===== config.mk =====
export PLATFORM = sky130hd
export DESIGN_NAME = vseq_issue
export DESIGN_NICKNAME = d
export VERILOG_FILES = /design/src/rtl/vseq_pkg.sv /design/src/rtl/vseq_tag_lookup.sv /design/src/rtl/vseq_elem_pick.sv /design/src/rtl/vseq_addr_gen.sv /design/src/rtl/vseq_issue.sv
export SDC_FILE = /design/constraint.sdc
export NUM_CORES = 1
export LEC_CHECK = 0
export BUFFER_PORTS_ARGS = -buffer_cell sky130_fd_sc_hd__buf_2
export CORE_MARGIN = 4
export CORE_UTILIZATION = 49
export DETAILED_ROUTE_END_ITERATION = 12
export PLACE_DENSITY = 0.79
export SLEW_MARGIN = 0
export SYNTH_ARGS = -nofsm -noshare
export SYNTH_HDL_FRONTEND = slang
export SYNTH_SLANG_ARGS = --single-unit

===== constraint.sdc =====
create_clock -name clk -period 4.2 [get_ports clk]
set_input_delay 0.21 -clock clk [delete_from_list [all_inputs] [get_ports clk]]
set_output_delay 0.21 -clock clk [all_outputs]
set_load 0.05 [all_outputs]

===== src/rtl/vseq_pkg.sv =====
package vseq_pkg;
   // element width code: number of elements per 64-bit register is 1 << code
   typedef enum logic [1:0] {
      EW_D = 2'b00,
      EW_W = 2'b01,
      EW_H = 2'b10,
      EW_B = 2'b11
   } ew_e;
endpackage


===== src/rtl/vseq_tag_lookup.sv =====
module vseq_tag_lookup #(
   parameter int AREG_W = 5,
   parameter int PREG_W = 7,
   localparam int NREG = 1 << AREG_W
) (
   input  logic [AREG_W-1:0]      areg,
   input  logic [NREG-1:0]        tag_vec,
   input  logic [NREG*PREG_W-1:0] tag_redir,
   input  logic [NREG*2-1:0]      tag_ew,
   output logic                   vec,
   output logic [PREG_W-1:0]      base,
   output vseq_pkg::ew_e          ew
);
   always_comb begin
      vec  = tag_vec[areg];
      base = tag_redir[int'(areg)*PREG_W +: PREG_W];
      ew   = vseq_pkg::ew_e'(tag_ew[int'(areg)*2 +: 2]);
   end
endmodule


===== src/rtl/vseq_elem_pick.sv =====
module vseq_elem_pick #(
   parameter int N = 64,
   localparam int IW = (N > 1) ? $clog2(N) : 1
) (
   input  logic [N-1:0]  req,
   output logic          found,
   output logic [IW-1:0] idx
);
   // lowest set bit wins
   always_comb begin
      found = 1'b0;
      idx   = '0;
      for (int i = N - 1; i >= 0; i--) begin
         if (req[i]) begin
            found = 1'b1;
            idx   = IW'(i);
         end
      end
   end
endmodule


===== src/rtl/vseq_addr_gen.sv =====
module vseq_addr_gen #(
   parameter int PREG_W = 7,
   parameter int IDX_W  = 6
) (
   input  logic                vec,
   input  logic [PREG_W-1:0]   base,
   input  vseq_pkg::ew_e       ew,
   input  logic [IDX_W-1:0]    idx,
   output logic [PREG_W-1:0]   preg,
   output logic [2:0]          boff
);
   logic [IDX_W+2:0] scaled;
   logic [IDX_W-1:0] regstep;

   always_comb begin
      // idx * 8 / elems-per-reg, low three bits give the byte lane
      scaled  = {idx, 3'b000} >> ew;
      regstep = idx >> ew;
      preg    = vec ? base + PREG_W'(regstep) : base;
      boff    = vec ? scaled[2:0] : 3'd0;
   end
endmodule


===== src/rtl/vseq_issue.sv =====
module vseq_issue #(
   parameter int NOPS   = 3,
   parameter int AREG_W = 5,
   parameter int PREG_W = 7,
   parameter int MAXVL  = 64,
   localparam int NREG  = 1 << AREG_W,
   localparam int IDX_W = $clog2(MAXVL),
   localparam int VL_W  = IDX_W + 1
) (
   input  logic                   clk,
   input  logic                   rst_n,
   input  logic                   start,
   input  logic [VL_W-1:0]        vlen,
   input  logic [MAXVL-1:0]       pmask,
   input  logic [NOPS*AREG_W-1:0] areg,
   input  logic [NREG-1:0]        tag_vec,
   input  logic [NREG*PREG_W-1:0] tag_redir,
   input  logic [NREG*2-1:0]      tag_ew,
   output logic                   busy,
   output logic                   done,
   output logic                   op_valid,
   input  logic                   op_ready,
   output logic [IDX_W-1:0]       op_idx,
   output logic [NOPS*PREG_W-1:0] op_preg,
   output logic [NOPS*3-1:0]      op_boff
);
   if (NOPS < 1) begin : g_chk_nops
      $error("vseq_issue: NOPS must be at least 1");
   end
   if (MAXVL < 2 || MAXVL > 64 || (1 << IDX_W) != MAXVL) begin : g_chk_vl
      $error("vseq_issue: MAXVL must be a power of two from 2 to 64");
   end
   if (PREG_W < AREG_W) begin : g_chk_preg
      $error("vseq_issue: PREG_W must not be narrower than AREG_W");
   end

   // tag lookups on the offered instruction
   logic [NOPS-1:0]        lk_vec;
   logic [NOPS*PREG_W-1:0] lk_base;
   logic [NOPS*2-1:0]      lk_ew;

   // captured per-operand state
   logic [NOPS-1:0]        vec_q;
   logic [NOPS*PREG_W-1:0] base_q;
   logic [NOPS*2-1:0]      ew_q;
   logic [MAXVL-1:0]       rem_q;
   logic                   busy_q;
   logic                   done_q;

   for (genvar k = 0; k < NOPS; k++) begin : g_op
      vseq_pkg::ew_e lk_ew_e;
      vseq_tag_lookup #(.AREG_W(AREG_W), .PREG_W(PREG_W)) u_lk (
         .areg      (areg[k*AREG_W +: AREG_W]),
         .tag_vec   (tag_vec),
         .tag_redir (tag_redir),
         .tag_ew    (tag_ew),
         .vec       (lk_vec[k]),
         .base      (lk_base[k*PREG_W +: PREG_W]),
         .ew        (lk_ew_e)
      );
      assign lk_ew[k*2 +: 2] = lk_ew_e;

      vseq_addr_gen #(.PREG_W(PREG_W), .IDX_W(IDX_W)) u_ag (
         .vec  (vec_q[k]),
         .base (base_q[k*PREG_W +: PREG_W]),
         .ew   (vseq_pkg::ew_e'(ew_q[k*2 +: 2])),
         .idx  (op_idx),
         .preg (op_preg[k*PREG_W +: PREG_W]),
         .boff (op_boff[k*3 +: 3])
      );
   end

   // elements below the vector length
   logic [MAXVL-1:0] lenmask;
   always_comb begin
      for (int i = 0; i < MAXVL; i++) begin
         lenmask[i] = int'(vlen) > i;
      end
   end

   logic             any_vec;
   logic [MAXVL-1:0] init_rem;
   logic             accept;
   logic             found;
   logic             fire;
   logic [MAXVL-1:0] rem_nxt;

   assign any_vec  = |lk_vec;
   assign init_rem = any_vec ? (pmask & lenmask) : MAXVL'(1);
   assign accept   = start && !busy_q;

   vseq_elem_pick #(.N(MAXVL)) u_pick (
      .req   (rem_q),
      .found (found),
      .idx   (op_idx)
   );

   assign op_valid = busy_q && found;
   assign fire     = op_valid && op_ready;
   assign rem_nxt  = rem_q & (rem_q - MAXVL'(1));

   always_ff @(posedge clk or negedge rst_n) begin
      if (!rst_n) begin
         busy_q <= 1'b0;
         done_q <= 1'b0;
         rem_q  <= '0;
         vec_q  <= '0;
         base_q <= '0;
         ew_q   <= '0;
      end else begin
         done_q <= 1'b0;
         if (accept) begin
            rem_q  <= init_rem;
            vec_q  <= lk_vec;
            base_q <= lk_base;
            ew_q   <= lk_ew;
            busy_q <= |init_rem;
            done_q <= ~|init_rem;
         end else if (fire) begin
            rem_q <= rem_nxt;
            if (rem_nxt == '0) begin
               busy_q <= 1'b0;
               done_q <= 1'b1;
            end
         end
      end
   end

   assign busy = busy_q;
   assign done = done_q;

   // offered operation held while the queue stalls
   p_hold_r9: assert property (@(posedge clk) disable iff (!rst_n)
      op_valid && !op_ready |=> op_valid && $stable(op_idx)
                               && $stable(op_preg) && $stable(op_boff));

   // strictly ascending indices inside one instruction
   p_ascend_r5: assert property (@(posedge clk) disable iff (!rst_n)
      op_valid && op_ready |=> !op_valid || (op_idx > $past(op_idx)));

   // done only while idle
   p_done_idle_r8: assert property (@(posedge clk) disable iff (!rst_n)
      done |-> !busy && !op_valid);

   // busy persists until an operation is taken
   p_busy_hold_r1: assert property (@(posedge clk) disable iff (!rst_n)
      busy && !op_ready |=> busy);

   // captured operand state frozen while running
   p_frozen_r10: assert property (@(posedge clk) disable iff (!rst_n)
      busy |=> $stable(base_q) && $stable(vec_q) && $stable(ew_q));

   // no idle cycle while elements remain
   p_no_gap_r5: assert property (@(posedge clk) disable iff (!rst_n)
      busy |-> op_valid);
endmodule


==> run metrics <==
number of flops mapped to enable cells by yosys 0; synth top area cells mux4_2 (44%), dfrtp_1 (16%), o21ai_0 (5.1%); final WL between 70000 and 80000 um; outcome finished, violations left; DRT Pass-1 Iters 7; grt total ovfl 0; PD cells between 500 and 600 nW/um^2; FILL cells roughly 2400; Yosys top cell by area mux4_2; Post-DRT Antenna Nets 0; Final nets 2345; post-synth top area share between 40% and 50%; Ys Warns 0; Synth Flop Type dfrtp_1; Pins Over Slew Limit 0; number of I/O pins about 450; hold_ws about 0.11 ns; peak supply drop slightly above 400 uV; async set-reset flop share out of synthesis 100%; Max clock buf depth 2; critical path arrival ~4.2 ns; crit path capture type primary output; hpwl dp around 58000 um; standard-cell rows 64; Hold WC Path Type primary input to flop; initial antenna violation count 31; post-route minimum period 4.42 ns; WP buf/inv 3; Die Width ~190 um; count of distinct cell types in the synthesized netlist 78; max_cap viols 0; Overall Global Routing Usage around 41%; via count 17300; RSZ-0062 raised after global routing yes; # setup viols final 11; Slew Limit Headroom a little under a third; GPL Wtd Cong 1.04; Die Area about 34000 sq um; R2R cell count 10; first-pass GRT wire length ~110000 um; Slowest-stage cell, CP or4_4; final period utilization 105%; Worst-path clk slew 0.08 ns; Synth Net Count around 1900; worst skew pair latency ~0.37 ns; #FFs+latches synth 96; # port buffers ~450; Initial Utilization 50.0%; CTS root buf clkbuf_16; initial DRC count about 2400; CP max stage delay ~0.57 ns; Fin. Hold Viols 0; Mapped Cells between 1000 and 1500; commonest cells in the netlist mux4_2 (298), o21ai_0 (156), clkbuf_1 (107), nand2_1 (100), dfrtp_1 (96); final core occ around 64%; Setup WS pre-CTS -0.122 ns; Avg WL per Cell just over 30 um; post-DR vias/cell ~7.4; H-Tree Depth 3; Worst path depth 20; DRC viols 0; Seq/Total Area, Yosys approximately 16%; crit path max fanout 8; CTS buffer count 9; total design power slightly above 10000 uW; pin slew with the least headroom to its limit about 1.0 ns; Leakage between 0.008 and 0.009 uW; CTS sink cnt 96; number of global-route vias before repair approximately 17000; type of the worst setup path flop to primary output; critical path's top delay family compound AO/OA/AOI/OAI gates; Mean Syn Cell Area 10.6 sq um; largest net degree at the start of global routing 74; total core area slightly above 30000 sq um; post-layout worst setup margin -0.218 ns; crit path cell chain or4_4, a211oi_2, o21bai_2, a21boi_1, o21ai_1, buf_4, nand2_1, o21ai_4, a22oi_2, ha_2, inv_2, fa_2, nor2b_2, o21ai_1, nand2b_1, a21oi_2, nor2b_2, o21ai_2, xnor2_4, buf_6; Final Skew roughly 0.015 ns; failing checks setup timing; share of layout cells above drive strength 1 a little over half; reg-to-reg setup timing slack between 0.2 and 0.25 ns; most numerous cell in the Yosys netlist mux4_2; post-synthesis cell area ~15000 sq um; Max Fclk 226 MHz; CTS tree built; Area growth syn-to-layout 28.8%; Critical Path Source Type flop; hold path depth 3; Critical Path RT about 4.0 ns; die height about 190 um
[worst reg2reg max path, delay by kind of cell (launching register included)]
kind                   cells  cell delay, ns
AND/OR/NAND/NOR            5            2.03
AO/OA/AOI/OAI              3            0.95
flip-flops                 1            0.49
buffers and inverters      2            0.34
[power by group]
part | internal, uW | switching, uW
logic | 3490 | 4140
clock network | 432 | 447
registers | 1170 | 534
[final timing paths]
check                      startpoint          to
min                          pmask[9]    rem_q[9]
max                         rem_q[53]  op_preg[6]
max reg2reg                 rem_q[26]        done
min in group asynchronous       rst_n    rem_q[9]
max in group asynchronous       rst_n   rem_q[34]
min reg2reg                base_q[15]  base_q[15]
[through the flow]
stage	setup TNS, ns	cells	instance area [sq um]
after floorplan	-1.19	1455	15600
after global placement	-0.0341	2255	18700
after detailed placement	-0.323	2255	18700
after CTS	-0.664	2312	19600
after global routing	-3.77	2338	19800
final	-1.52	2345	19900
[layout by cell type (no fill, tap or decap), types with 7 or more instances in the layout]
cell type	n
nor2b_1	8
nor4_1	16
dfrtp_1	93
and3_1	9
o211ai_1	14
inv_1	28
buf_4	146
buf_2	427
nor2_1	76
o21ai_2	7
nand4_1	14
a21oi_1	40
o311ai_0	13
a21oi_2	7
mux2_4	13
mux4_2	298
or4_1	11
a21o_1	17
o31ai_1	18
diode_2	30
ha_1	15
nand3_1	29
or3_1	11
o21ai_0	144
nor3_1	27
mux2i_1	43
nand2b_1	9
buf_6	18
o21a_1	15
buf_8	8
o41ai_1	9
o22ai_1	26
clkbuf_16	9
nand2_1	99
[cell families after synthesis]
family / after synthesis / share of synthesized area (%)
multiplexers: 362 / 47.9
AND/OR/NAND/NOR: 365 / 12.1
flip-flops: 96 / 15.6
AO/OA/AOI/OAI: 407 / 17.0
XOR/XNOR: 15 / 0.852
adder cells (fa/ha/maj): 22 / 1.92
buffers and inverters: 188 / 4.66
[flip-flops by register name, indices dropped and copies added, names as in the netlist]
signal,count
base_q,21
rem_q,64
vec_q,3
ew_q,6
done,1
busy,1
[cell type report]
type,instances,area [sq um],area share [%]
timing repair buffer,605,3670,18.5
tap,396,495,2.50
antenna,30,75.1,0.378
clock inverter,7,91.3,0.460
multi-input combinational,1171,12800,64.4
clock buffer,9,225,1.13
inverter,31,116,0.586
sequential,96,2410,12.1
[timing repair]
item,in CTS,in global routing
gates resized for setup,85,49
endpoints found under the hold margin,51,0
endpoints found under the setup margin,15,15
pin swaps,39,16
hold buffers,1,0
buffers inserted,40,7
[metal layers]
layer	wire (um)	track usage, %	up-vias
li1	-	-	7008
met1	24500	51.1	8389
met2	33900	63.8	1536
met3	9630	14.0	320
met4	4940	19.8	6
met5	82	0	-
No activity file was read; power rests on OpenSTA's default activity.
